<file path="config.mk">
export PLATFORM = sky130hd
export DESIGN_NAME = pwm_sample_queue
export DESIGN_NICKNAME = d
export VERILOG_FILES = /design/src/rtl/pwmq_pkg.sv /design/src/rtl/pwmq_rst_sync.sv /design/src/rtl/pwmq_fifo.sv /design/src/rtl/pwmq_timebase.sv /design/src/rtl/pwm_sample_queue.sv
export SDC_FILE = /design/constraint.sdc
export NUM_CORES = 1
export LEC_CHECK = 0
export ABC_AREA = 1
export BUFFER_PORTS_ARGS = -buffer_cell sky130_fd_sc_hd__buf_2
export CELL_PAD_IN_SITES_DETAIL_PLACEMENT = 1
export CELL_PAD_IN_SITES_GLOBAL_PLACEMENT = 2
export CORE_UTILIZATION = 37
export CTS_CLUSTER_SIZE = 30
export DETAILED_ROUTE_END_ITERATION = 7
export HOLD_SLACK_MARGIN = 0.08
export MAX_ROUTING_LAYER = met4
export PLACE_DENSITY = 0.87
export SKIP_LAST_GASP = 1
export SYNTH_ARGS = -nofsm -noshare
export SYNTH_HDL_FRONTEND = slang
export SYNTH_HIERARCHICAL = 1
export SYNTH_SLANG_ARGS = --single-unit
</file>
<file path="constraint.sdc">
create_clock -name clk -period 3.7 [get_ports clk]
set_input_delay 0.555 -clock clk [delete_from_list [all_inputs] [get_ports clk]]
set_output_delay 0.555 -clock clk [all_outputs]
set_load 0.02 [all_outputs]
</file>
<file path="src/rtl/pwmq_pkg.sv">
package pwmq_pkg;

  localparam int OFS_CTRL   = 'h00;
  localparam int OFS_STATUS = 'h04;
  localparam int OFS_SAMPLE = 'h0C;
  localparam int OFS_PERIOD = 'h10;

  localparam int PSC_W      = 12;
  localparam int BIT_EN     = 0;
  localparam int BIT_SRST   = 3;
  localparam int PSC_LSB    = 4;
  localparam int CSEL_LSB   = 16;
  localparam int BIT_POL    = 18;
  localparam int FLAG_LSB   = 22;

  typedef struct packed {
    logic [2:0]       flags;
    logic             pol;
    logic [1:0]       csel;
    logic [PSC_W-1:0] presc;
    logic             en;
  } ctrl_t;

endpackage

</file>
<file path="src/rtl/pwmq_rst_sync.sv">
module pwmq_rst_sync (
  input  logic clk,
  input  logic rst_n,
  output logic rst_sync_n
);
  logic [1:0] stage_q;

  always_ff @(posedge clk or negedge rst_n) begin
    if (!rst_n) stage_q <= 2'b00;
    else        stage_q <= {stage_q[0], 1'b1};
  end

  assign rst_sync_n = stage_q[1];
endmodule

</file>
<file path="src/rtl/pwmq_fifo.sv">
module pwmq_fifo #(
  parameter int DEPTH = 4,
  parameter int W     = 16
) (
  input  logic                       clk,
  input  logic                       rst_n,
  input  logic                       flush,
  input  logic                       push,
  input  logic [W-1:0]               din,
  input  logic                       pop,
  output logic [W-1:0]               head,
  output logic [$clog2(DEPTH+1)-1:0] fill
);
  localparam int PTR_W = (DEPTH > 1) ? $clog2(DEPTH) : 1;
  localparam int FW    = $clog2(DEPTH+1);

  logic [W-1:0]     mem [DEPTH];
  logic [PTR_W-1:0] wr_ptr_q, wr_ptr_d, rd_ptr_q, rd_ptr_d;
  logic [FW-1:0]    fill_q, fill_d;
  logic             push_ok, pop_ok;

  function automatic logic [PTR_W-1:0] ptr_inc(input logic [PTR_W-1:0] p);
    return (p == PTR_W'(DEPTH-1)) ? '0 : p + 1'b1;
  endfunction

  assign push_ok = push && (fill_q != FW'(DEPTH));
  assign pop_ok  = pop && (fill_q != '0);

  always_comb begin
    wr_ptr_d = wr_ptr_q;
    rd_ptr_d = rd_ptr_q;
    fill_d   = fill_q;
    if (flush) begin
      wr_ptr_d = '0;
      rd_ptr_d = '0;
      fill_d   = '0;
    end else begin
      if (push_ok) wr_ptr_d = ptr_inc(wr_ptr_q);
      if (pop_ok)  rd_ptr_d = ptr_inc(rd_ptr_q);
      fill_d = fill_q + FW'(push_ok) - FW'(pop_ok);
    end
  end

  always_ff @(posedge clk or negedge rst_n) begin
    if (!rst_n) begin
      wr_ptr_q <= '0;
      rd_ptr_q <= '0;
      fill_q   <= '0;
    end else begin
      wr_ptr_q <= wr_ptr_d;
      rd_ptr_q <= rd_ptr_d;
      fill_q   <= fill_d;
    end
  end

  always_ff @(posedge clk) begin
    if (push_ok && !flush) mem[wr_ptr_q] <= din;
  end

  assign head = mem[rd_ptr_q];
  assign fill = fill_q;
endmodule

</file>
<file path="src/rtl/pwmq_timebase.sv">
module pwmq_timebase #(
  parameter int CNT_W = 16,
  parameter int PSC_W = 12
) (
  input  logic             clk,
  input  logic             rst_n,
  input  logic             run,
  input  logic [PSC_W-1:0] presc,
  input  logic [CNT_W-1:0] period,
  output logic [CNT_W:0]   cnt,
  output logic             wrap
);
  logic [PSC_W-1:0] psc_q, psc_d;
  logic [CNT_W:0]   cnt_q, cnt_d;
  logic [CNT_W:0]   last_val;
  logic             tick;

  assign last_val = {1'b0, period} + (CNT_W+1)'(1);
  assign tick     = (psc_q == presc);
  assign wrap     = run && tick && (cnt_q == last_val);

  always_comb begin
    psc_d = psc_q;
    cnt_d = cnt_q;
    if (!run) begin
      psc_d = '0;
      cnt_d = '0;
    end else begin
      psc_d = tick ? '0 : psc_q + 1'b1;
      if (tick) cnt_d = (cnt_q == last_val) ? '0 : cnt_q + 1'b1;
    end
  end

  always_ff @(posedge clk or negedge rst_n) begin
    if (!rst_n) begin
      psc_q <= '0;
      cnt_q <= '0;
    end else begin
      psc_q <= psc_d;
      cnt_q <= cnt_d;
    end
  end

  assign cnt = cnt_q;
endmodule

</file>
<file path="src/rtl/pwm_sample_queue.sv">
module pwm_sample_queue #(
  parameter int DEPTH       = 4,
  parameter int CNT_W       = 16,
  parameter int SRST_CYCLES = 4,
  parameter int ADDR_W      = 5
) (
  input  logic              clk,
  input  logic              rst_n,
  input  logic [ADDR_W-1:0] bus_addr,
  input  logic              bus_we,
  input  logic [31:0]       bus_wdata,
  output logic [31:0]       bus_rdata,
  output logic              pwm_out
);
  import pwmq_pkg::*;

  localparam int FW   = $clog2(DEPTH+1);
  localparam int SC_W = $clog2(SRST_CYCLES+1);

  logic              rst_sync_n;
  ctrl_t             ctrl_q, ctrl_d;
  logic [CNT_W-1:0]  period_q, period_d;
  logic [CNT_W-1:0]  cmp_q, cmp_d;
  logic [SC_W-1:0]   srst_cnt_q, srst_cnt_d;
  logic              started_q, started_d;
  logic              pwm_q, pwm_d;
  logic              srst_busy, srst_go;
  logic              wr_ctrl, wr_samp, wr_per;
  logic              run, pop_evt, wrap, active;
  logic [CNT_W-1:0]  fifo_head;
  logic [FW-1:0]     fifo_fill;
  logic [CNT_W:0]    tb_cnt;

  pwmq_rst_sync u_rst (
    .clk        (clk),
    .rst_n      (rst_n),
    .rst_sync_n (rst_sync_n)
  );

  assign srst_busy = (srst_cnt_q != '0);
  assign wr_ctrl   = bus_we && !srst_busy && (bus_addr == ADDR_W'(OFS_CTRL));
  assign wr_samp   = bus_we && !srst_busy && (bus_addr == ADDR_W'(OFS_SAMPLE));
  assign wr_per    = bus_we && !srst_busy && (bus_addr == ADDR_W'(OFS_PERIOD));
  assign srst_go   = wr_ctrl && bus_wdata[BIT_SRST];

  assign run     = ctrl_q.en && (ctrl_q.csel == 2'd1 || ctrl_q.csel == 2'd2) && !srst_busy;
  assign pop_evt = run && (!started_q || wrap);

  pwmq_fifo #(.DEPTH(DEPTH), .W(CNT_W)) u_fifo (
    .clk   (clk),
    .rst_n (rst_sync_n),
    .flush (srst_go),
    .push  (wr_samp),
    .din   (bus_wdata[CNT_W-1:0]),
    .pop   (pop_evt),
    .head  (fifo_head),
    .fill  (fifo_fill)
  );

  pwmq_timebase #(.CNT_W(CNT_W), .PSC_W(PSC_W)) u_tb (
    .clk    (clk),
    .rst_n  (rst_sync_n),
    .run    (run && started_q),
    .presc  (ctrl_q.presc),
    .period (period_q),
    .cnt    (tb_cnt),
    .wrap   (wrap)
  );

  assign active = run && started_q && (tb_cnt < {1'b0, cmp_q});

  always_comb begin
    ctrl_d     = ctrl_q;
    period_d   = period_q;
    cmp_d      = cmp_q;
    srst_cnt_d = srst_cnt_q;
    started_d  = run;
    pwm_d      = ctrl_q.pol ^ active;
    if (pop_evt && fifo_fill != '0) cmp_d = fifo_head;
    if (srst_go) begin
      ctrl_d     = '0;
      period_d   = '0;
      cmp_d      = '0;
      started_d  = 1'b0;
      srst_cnt_d = SC_W'(SRST_CYCLES);
      pwm_d      = 1'b0;
    end else if (srst_busy) begin
      srst_cnt_d = srst_cnt_q - 1'b1;
      pwm_d      = 1'b0;
    end else begin
      if (wr_ctrl) begin
        ctrl_d.en    = bus_wdata[BIT_EN];
        ctrl_d.presc = bus_wdata[PSC_LSB +: PSC_W];
        ctrl_d.csel  = bus_wdata[CSEL_LSB +: 2];
        ctrl_d.pol   = bus_wdata[BIT_POL];
        ctrl_d.flags = bus_wdata[FLAG_LSB +: 3];
      end
      if (wr_per) period_d = bus_wdata[CNT_W-1:0];
    end
  end

  always_ff @(posedge clk or negedge rst_sync_n) begin
    if (!rst_sync_n) begin
      ctrl_q     <= '0;
      period_q   <= '0;
      cmp_q      <= '0;
      srst_cnt_q <= '0;
      started_q  <= 1'b0;
      pwm_q      <= 1'b0;
    end else begin
      ctrl_q     <= ctrl_d;
      period_q   <= period_d;
      cmp_q      <= cmp_d;
      srst_cnt_q <= srst_cnt_d;
      started_q  <= started_d;
      pwm_q      <= pwm_d;
    end
  end

  always_comb begin
    bus_rdata = '0;
    case (bus_addr)
      ADDR_W'(OFS_CTRL): begin
        bus_rdata[BIT_EN]               = ctrl_q.en;
        bus_rdata[BIT_SRST]             = srst_busy;
        bus_rdata[PSC_LSB +: PSC_W]     = ctrl_q.presc;
        bus_rdata[CSEL_LSB +: 2]        = ctrl_q.csel;
        bus_rdata[BIT_POL]              = ctrl_q.pol;
        bus_rdata[FLAG_LSB +: 3]        = ctrl_q.flags;
      end
      ADDR_W'(OFS_STATUS): bus_rdata = 32'(fifo_fill);
      ADDR_W'(OFS_SAMPLE): bus_rdata = 32'(cmp_q);
      ADDR_W'(OFS_PERIOD): bus_rdata = 32'(period_q);
      default:             bus_rdata = '0;
    endcase
  end

  assign pwm_out = pwm_q;
endmodule

</file>
==> results of run 1 <==
## layout by cell type (no fill, tap or decap), types with 13 or more instances in the layout
cell,n
nand2_1,288
dfrtp_1,91
ha_1,27
o21ai_1,33
xnor2_1,13
nand3_1,41
a21oi_1,40
o211ai_1,27
nand4_1,15
clkbuf_16,17
inv_1,140
buf_2,52
o21ai_0,44
nor2_1,74
edfxtp_1,64
## where the power goes
part	total, mW	switching [mW]	internal, mW	leakage, nW
registers	2.43	0.353	2.08	1.78
clock network	1.73	0.790	0.944	0.263
logic	1.33	0.840	0.487	2.50
total	5.49	1.98	3.51	4.54
## worst paths after layout
path / cells past startpoint / slack (ns) / endpoint / from
worst min-delay path: 3 / 0.35 / ctrl_q[18] / bus_wdata[24]
worst max-delay path: 25 / 0.31 / u_fifo/fill[2] / period_q[0]
worst min register to register: 0 / 0.35 / u_rst/stage_q[1] / u_rst/stage_q[0]
max in group asynchronous: 1 / 2.45 / period_q[9] / u_rst/stage_q[1]
min in group asynchronous: 2 / 0.42 / u_rst/stage_q[1] / rst_n
worst max register to register: 25 / 0.31 / u_fifo/fill[2] / period_q[0]
## layer usage
metal,vias up,track usage (%),part of all wire [%],wire length [um]
li1,3453,-,-,-
met1,3361,26.9,47,11000
met2,99,35.6,48,11300
met3,30,3.25,2.5,586
met4,0,8.08,2.3,551
met5,-,-,0,0
## layout make-up
| class | count | area [sq um] | share of cell area (%) |
|---|---|---|---|
| flip-flops and latches | 158 | 4280 | 43.5 |
| multi-input cells | 703 | 3680 | 37.4 |
| inverters | 148 | 558 | 5.68 |
| clock buffers | 19 | 433 | 4.40 |
| well taps | 313 | 392 | 3.98 |
| repair buffers | 65 | 360 | 3.66 |
| clock inverters | 13 | 130 | 1.32 |
## through the flow
| stage | total power, mW | cells | instance area (sq um) |
|---|---|---|---|
| 5_1_grt | 5.85 | 1419 | 9830 |
| 6_report | 5.49 | 1419 | 9830 |
| 2_1_floorplan | 3.42 | 1048 | 8770 |
| 4_1_cts | 5.56 | 1419 | 9830 |
| 3_5_place_dp | 3.80 | 1386 | 9260 |
| 3_3_place_gp | 3.73 | 1386 | 9260 |
## worst reg2reg max path, stage by stage (launching register included)
cell and delay, ns:
dfrtp_2 0.42, ha_1 0.22, nand2_2 0.10, nor2_4 0.15, nand2_2 0.12, nor2_2 0.13, nand2_1 0.07, nand3b_1 0.13
nand2_1 0.07, inv_1 0.09, nand2_1 0.09, nor2_4 0.11, nand2_4 0.05, nor2_2 0.12, nor2_1 0.11, nor2_2 0.16
nand2_1 0.11, inv_1 0.07, ha_1 0.22, inv_1 0.05, ha_1 0.13, inv_1 0.05, fa_1 0.37, nand2_1 0.08
nand2_1 0.04, nor2_1 0.08
## cell families (layout without fill, tap and decap cells)
kind of cell    count (synthesis)  count (layout)  share of synthesized area [%]
compound gates                164             164                           10.9
xor+xnor                       23              23                           2.46
fa+ha+maj                      28              28                           4.10
buf+inv                       187             245                           9.37
flops                         158             158                           48.9
other cells                     2              11                         0.0860
simple gates                  477             477                           24.1
## sequential cells by signal (all words and copies together), names as in the netlist
name             cells
u_tb/cnt            17
u_fifo/rd_ptr_q      2
ctrl_q              19
cmp_q               16
u_fifo/mem          64
started_q            1
srst_cnt_q           3
pwm_out              1
period_q            16
u_rst/stage_q        2
u_tb/psc_q          12
u_fifo/wr_ptr_q      2
u_fifo/fill          3
## what timing repair did
action	in CTS	in global routing
setup endpoints to repair	0	2
hold buffers	1	0
endpoints found under the hold margin	2	0
gates resized for setup	0	2
==> Implementation_results.wiki, run 1 <==
{| class="wikitable"
! Metric !! Value
|-
| Fraction of the yosys area taken by sequential cells || slightly below 50%
|-
| Max-capacitance violation count || 0
|-
| Worst IR drop on VDD || 0.249 mV
|-
| Leakage power total || 4.54 nW
|-
| Async set-or-reset flop fraction in the synthesized netlist || about three fifths
|-
| Total DRC errors in the routed layout || 0
|-
| Initial DRC count || between 300 and 400
|-
| Minimum clock period || 3.39 ns
|-
| Final global-route overflow total || 0
|-
| Final Worst Setup Slack || around 0.31 ns
|-
| Post-synth EDFFs || 64
|-
| Worst EP arrival || 3.77 ns
|-
| Max-Slew Margin vs Limit || 17.2%
|-
| Wire length of the first global-routing pass || roughly 40 mm
|-
| Most frequently used cell type in the post-synthesis netlist || nand2_1
|-
| TritonCTS buffer count || 17
|-
| RePlAce Congestion || 0.837
|-
| Synthesis-to-layout area growth || 12.6%
|-
| Antenna violations before repair || 0
|-
| Ant diodes || 0
|-
| Netlist cell types || 46
|-
| Outcome || complete, no violations
|-
| Clock latency on the worst-skew pair || around 0.44 ns
|-
| Final setup TNS || 0 ns
|-
| Yosys reg bits || 158
|-
| Critical Path Fanout Max || 6
|-
| Half-perimeter wire length of the detailed placement result || 17.1 mm
|-
| Hold Violations, Final || 0
|-
| Maximum clock rate || 295 MHz
|-
| Worst-case hold slack || between 0.3 and 0.4 ns
|-
| Count of buffers from port buffering || 52
|-
| Final period utilization || between 90% and 100%
|-
| Largest clock skew in the final design || 0.0226 ns
|-
| Layout cells sized above 1 || a little over an eighth
|-
| Die footprint || between 0.02 and 0.025 sq mm
|-
| Clock tree from TritonCTS || yes
|-
| Buffer depth of the longest clock path || 2
|-
| Utilization after layout || a little over two fifths
|-
| Count of nets after finishing || 1,161
|-
| Detailed Routing Iterations Pass 1 || 5
|-
| Yosys warns || 6
|-
| Clock Pin Slew Worst Setup and Hold Paths || 0.07 ns
|-
| Count of final setup violators || 0
|-
| Via count of the first global-routing pass || 7,416
|-
| Most Frequent Cell on Critical Path || nand2_1
|-
| Slowest CP cell || dfrtp_2
|-
| Clock root buffer master || clkbuf_16
|-
| Share of the synthesized area in the top cell type || 26.9%
|-
| Combined global-route utilization of all metal layers || 21.6%
|-
| Htree depth || 4
|-
| Power per standard cell area || roughly 560 mW/mm^2
|-
| Final-report max-slew violation count || 0
|-
| Placeable core region || roughly 0.023 sq mm
|-
| Kind of path behind the tightest hold check || input port to flop
|-
| Number of setup buffers added after CTS || 0
|-
| Leading cell types by total area after synthesis || dfrtp_1 27%, edfxtp_1 22%, nand2_1 12%, inv_1 6.0%, ha_1 3.9%
|-
| CP Class || flop to flop
|-
| Total of fill cells in the finished design || about 2,700
|-
| Critical Path Start Type || flop
|-
| Most frequent cells after synthesis || 288 x nand2_1, 140 x inv_1, 94 x dfrtp_1
|-
| Starting utilization of the core area || 38.1%
|-
| Actual slew at the worst max-slew pin || 1.24 ns
|-
| Aggregate routed wire length || around 24 mm
|-
| Die X || 156 um
|-
| Commonest register cell after synthesis || dfrtp_1
|-
| Area of the mapped netlist || 0.00874 sq mm
|-
| Number of buffers and inverters on the critical path || 4
|-
| Setup repair after global routing missed its margin || false
|-
| Category of the worst setup path capture point || flop
|-
| Post-DRT Antenna Nets || 0
|-
| Vias post-DR || 6,943
|-
| Critical path required time || 4.08 ns
|-
| Post-placement worst setup slack || 0.247 ns
|-
| Die height || 156 um
|-
| CP top delay family || simple AND/OR/NAND/NOR gates
|-
| Cell accounting for the most synthesized area || dfrtp_1
|-
| Mean cell area of the mapped netlist || about 8.4 sq um
|-
| Average wire length per cell after detail routing || 16.6 um
|-
| CP max stage delay || 0.42 ns
|-
| Ratio of routed vias to standard cells || just under 5
|-
| Row cnt || 55
|-
| Clock sinks || 158
|-
| IO Pins || 73
|-
| Maximum number of pins on one net before global-route repair || 68
|-
| Cell count after synthesis || 1,039
|}
Power figures use the tool's default switching activity.
==> inputs of run 2 (changes only) <==
Settings changed: ABC_AREA 1 to default, CORE_UTILIZATION 37 to 40, MAX_ROUTING_LAYER met4 to default, PLACE_DENSITY 0.87 to 0.86.
==> run 2 against run 1 <==
Non-clock buffer count rose by 8; count of clock-buffer cells in the layout fell by 2; flip-flop and latch count did not move; maximum frequency fell by 5.0%; sequential power fell by 8.6%; critical path type unchanged; largest cell class unchanged; largest power group unchanged.
==> Implementation_results.wiki, run 2 <==
{| class="wikitable"
! Metric !! Value
|-
| Area of the mapped netlist || 0.00830 sq mm (-4.9%)
|-
| Leading cell types by total area after synthesis || dfrtp_1 28%, edfxtp_1 23%, ha_1 4.1%, nand2_1 3.6%, mux4_1 3.2%
|-
| Clock latency on the worst-skew pair || 0.44 ns (about the same)
|-
| Worst IR drop on VDD || 0.360 mV (+45%)
|-
| Actual slew at the worst max-slew pin || 1.14 ns (-0.104 ns)
|-
| Leakage power total || 4.24 nW (-6.6%)
|-
| Worst EP arrival || 3.88 ns (+0.11 ns)
|-
| Minimum clock period || 3.57 ns (+0.177 ns)
|-
| Sequential group share of total power || 47.3% (+3.0 points)
|-
| Non-filler instance count after layout || 1,076 (-24%)
|-
| Count of buffers from port buffering || 52 (unchanged)
|-
| Cell count after synthesis || 736 (-29%)
|-
| Post-placement cell count || 1,043 (-25%)
|-
| Slowest CP cell || dfrtp_1
|-
| Combined global-route utilization of all metal layers || 21.4% (-0.21 points)
|-
| RePlAce Congestion || 0.830 (-0.73%)
|-
| Logic pwr share || 15.8% (-8.4 points)
|-
| Max reg flops || 64 (unchanged)
|-
| Kind of path behind the tightest hold check || flop to asynchronous set/reset pin
|-
| Total DRC errors in the routed layout || 0 (unchanged)
|-
| Average wire length per cell after detail routing || 20.3 um (+22%)
|-
| Placeable core region || 0.0203 sq mm (-11%)
|-
| Switching power || 1.50 mW (-24%)
|-
| Power, Total || 4.69 mW (-15%)
|-
| Most common cell after layout, fill and taps aside || dfrtp_1
|-
| Outcome || complete, no violations
|-
| Die height || 146 um (-6.1%)
|-
| CP top delay family || compound AO/OA/AOI/OAI gates
|-
| Vias post-DR || 5,991 (-14%)
|-
| Largest clock skew in the final design || 0.00843 ns (-0.0141 ns)
|-
| IO Pins || 73 (unchanged)
|-
| CP max stage delay || 0.60 ns (+0.18 ns)
|-
| Detailed Routing Iterations Pass 1 || 8 (+3)
|-
| Ratio of routed vias to standard cells || 5.57 (+14%)
|-
| Yosys warns || 6 (unchanged)
|-
| CP cell instances || nand3_1, o41ai_1, o32ai_1, o21ai_1, o2111ai_4, nor3_4, inv_2, a21oi_2, o31ai_2, inv_1, ha_1, inv_1, ha_1, inv_1, fa_1, xnor2_1, nor2_1
|-
| Yosys reg bits || 158 (unchanged)
|-
| Synthesis-to-layout area growth || 14.1%
|-
| Final-report max-slew violation count || 0 (unchanged)
|-
| Via count of the first global-routing pass || 6,337 (-15%)
|-
| Number of setup buffers added after CTS || 0 (unchanged)
|-
| Half-perimeter wire length of the detailed placement result || 15.7 mm (-8.1%)
|-
| Fraction of the yosys area taken by sequential cells || 51.5% (+2.5 points)
|-
| Clock root buffer master || clkbuf_16
|-
| Maximum clock rate || 280 MHz (-5.0%)
|-
| Critical Path Start Type || flop
|-
| Max-Slew Margin vs Limit || 24.1% (+7.0 points)
|-
| Post-synth EDFFs || 64 (unchanged)
|-
| P_int || 3.19 mW (-9.0%)
|-
| Maximum number of pins on one net before global-route repair || 37 (-46%)
|-
| Layout cells sized above 1 || 18.2% (+4.7 points)
|-
| Share of the synthesized area in the top cell type || 28.3% (+1.4 points)
|-
| Count of final setup violators || 0 (unchanged)
|-
| Most frequent cells in the layout || 90 x dfrtp_1, 79 x nand2_1, 64 x edfxtp_1
|-
| Initial DRC count || 348 (+7.1%)
|-
| Clock Pin Slew Worst Setup and Hold Paths || 0.07 ns (about the same)
|-
| TritonCTS buffer count || 17 (unchanged)
|-
| Die footprint || 0.0213 sq mm (-12%)
|-
| Largest register by flop count || u_fifo/mem
|-
| Number of buffers and inverters on the critical path || 4 (unchanged)
|-
| Power per standard cell area || 495 mW/mm^2 (-11%)
|-
| Async set-or-reset flop fraction in the synthesized netlist || 59.5% (unchanged)
|-
| Clock network fraction of total power || 36.9% (+5.4 points)
|-
| Die X || 146 um (-6.1%)
|-
| Post-route design area || 0.00948 sq mm (-3.6%)
|-
| Hold Violations, Final || 0 (unchanged)
|-
| Cell accounting for the most synthesized area || dfrtp_1
|-
| Starting utilization of the core area || 40.9% (+2.8 points)
|-
| CP Class || flop to flop
|-
| Worst-case hold slack || 0.297 ns (-0.0560 ns)
|-
| Total of fill cells in the finished design || 2,214 (-19%)
|-
| Most Frequent Cell on Critical Path || inv_1
|-
| Critical path required time || 4.01 ns (-0.07 ns)
|-
| Wire length of the first global-routing pass || 35.1 mm (-9.8%)
|-
| Clock tree from TritonCTS || yes
|-
| Clock sinks || 158 (unchanged)
|-
| Category of the worst setup path capture point || flop
|-
| Final global-route overflow total || 0 (unchanged)
|-
| Instance area at placement || 0.00881 sq mm (-4.8%)
|-
| Htree depth || 4 (unchanged)
|-
| Row cnt || 52 (-5.5%)
|-
| Sw frac || 31.9% (-4.2 points)
|-
| Most frequent cells after synthesis || 94 x dfrtp_1, 79 x nand2_1, 64 x edfxtp_1
|-
| Critical Path Fanout Max || 11 (+5)
|-
| Aggregate routed wire length || 21.8 mm (-7.3%)
|-
| Most frequently used cell type in the post-synthesis netlist || dfrtp_1
|-
| Max-capacitance violation count || 0 (unchanged)
|-
| Mean cell area of the mapped netlist || 11.3 sq um (+34%)
|-
| Count of nets after finishing || 861 (-26%)
|-
| Buffer depth of the longest clock path || 2 (unchanged)
|-
| Post-DRT Antenna Nets || 0 (unchanged)
|-
| Ant diodes || 0 (unchanged)
|-
| Antenna violations before repair || 0 (unchanged)
|-
| Commonest register cell after synthesis || dfrtp_1
|-
| Netlist cell types || 72 (+57%)
|-
| Utilization after layout || 46.7% (+3.8 points)
|-
| Final period utilization || 96.4% (+4.8 points)
|}
==> run 2: cell types whose count changed in the layout (fill, tap and decap cells not counted), moves of 21 or more <==
cell,before,now
inv_1,140,41
nand2_1,288,79
nor2_1,74,37
o21ai_1,33,7
a21oi_1,40,14
mux2i_1,0,21
xor2_1,9,30
o211ai_1,27,5
==> run 2: power groups by stage <==
stage | Sequential (mW) | Combinational (mW) | Clock, mW
2_1_floorplan | 2.13 | 0.576 | 0
3_3_place_gp | 2.23 | 0.662 | 0
3_5_place_dp | 2.24 | 0.713 | 0
4_1_cts | 2.21 | 0.736 | 1.77
5_1_grt | 2.24 | 0.809 | 1.83
6_report | 2.22 | 0.740 | 1.73
==> run 2: kinds of logic after synthesis <==
logic type               count (synthesis)  share of synthesized area [%]
AO/OA/AOI/OAI                          120                           10.2
multiplexers                            38                           7.46
AND/OR/NAND/NOR                        263                           16.7
other                                    2                         0.0904
flip-flops                             158                           51.5
buffers and inverters                   86                           5.30
XOR/XNOR                                41                           4.50
adder cells (fa/ha/maj)                 28                           4.31
==> run 2: per-layer routing <==
metal	up-vias	global-route usage, %	part of all wire (%)
met2	130	36.2	50
met3	37	3.38	2.8
met1	3052	27.4	45
met5	-	0	0
met4	0	8.96	2.7
li1	2772	-	-
==> run 2: worst paths after layout <==
check / to / slack (ns) / cells after the start / start
worst min-delay path: cmp_q[13] / 0.30 / 0 / u_rst/stage_q[1]
worst max-delay path: u_fifo/fill[2] / 0.13 / 17 / period_q[9]
min in group clk: u_rst/stage_q[1] / 0.35 / 0 / u_rst/stage_q[0]
worst min register to register: cmp_q[13] / 0.30 / 0 / u_rst/stage_q[1]
worst max register to register: u_fifo/fill[2] / 0.13 / 17 / period_q[9]
max in group asynchronous: period_q[4] / 2.60 / 1 / u_rst/stage_q[1]
==> run 2: layout make-up <==
| cell class | count | area (sq um) | area share, % |
|---|---|---|---|
| flip-flops and latches | 158 | 4280 | 45.2 |
| multi-input cells | 501 | 3690 | 38.9 |
| clock buffers | 17 | 425 | 4.49 |
| well taps | 270 | 338 | 3.56 |
| inverters | 42 | 158 | 1.66 |
| clock inverters | 15 | 166 | 1.76 |
| repair buffers | 73 | 420 | 4.44 |
==> run 2: per-stage QoR <==
| stage | setup WS, ns | TNS, ns |
|---|---|---|
| 2_1_floorplan | 0.169 | 0 |
| 3_3_place_gp | 0.139 | 0 |
| 3_5_place_dp | 0.0244 | 0 |
| 4_1_cts | 0.000906 | 0 |
| 5_1_grt | -0.0356 | -0.0356 |
| 6_report | 0.135 | 0 |
==> run 2: what timing repair did <==
item | CTS | global route
endpoints found under the hold margin | 2 | 0
gates resized for setup | 5 | 9
hold buffers | 1 | 0
pin swaps | 3 | 6
setup endpoints to repair | 1 | 2
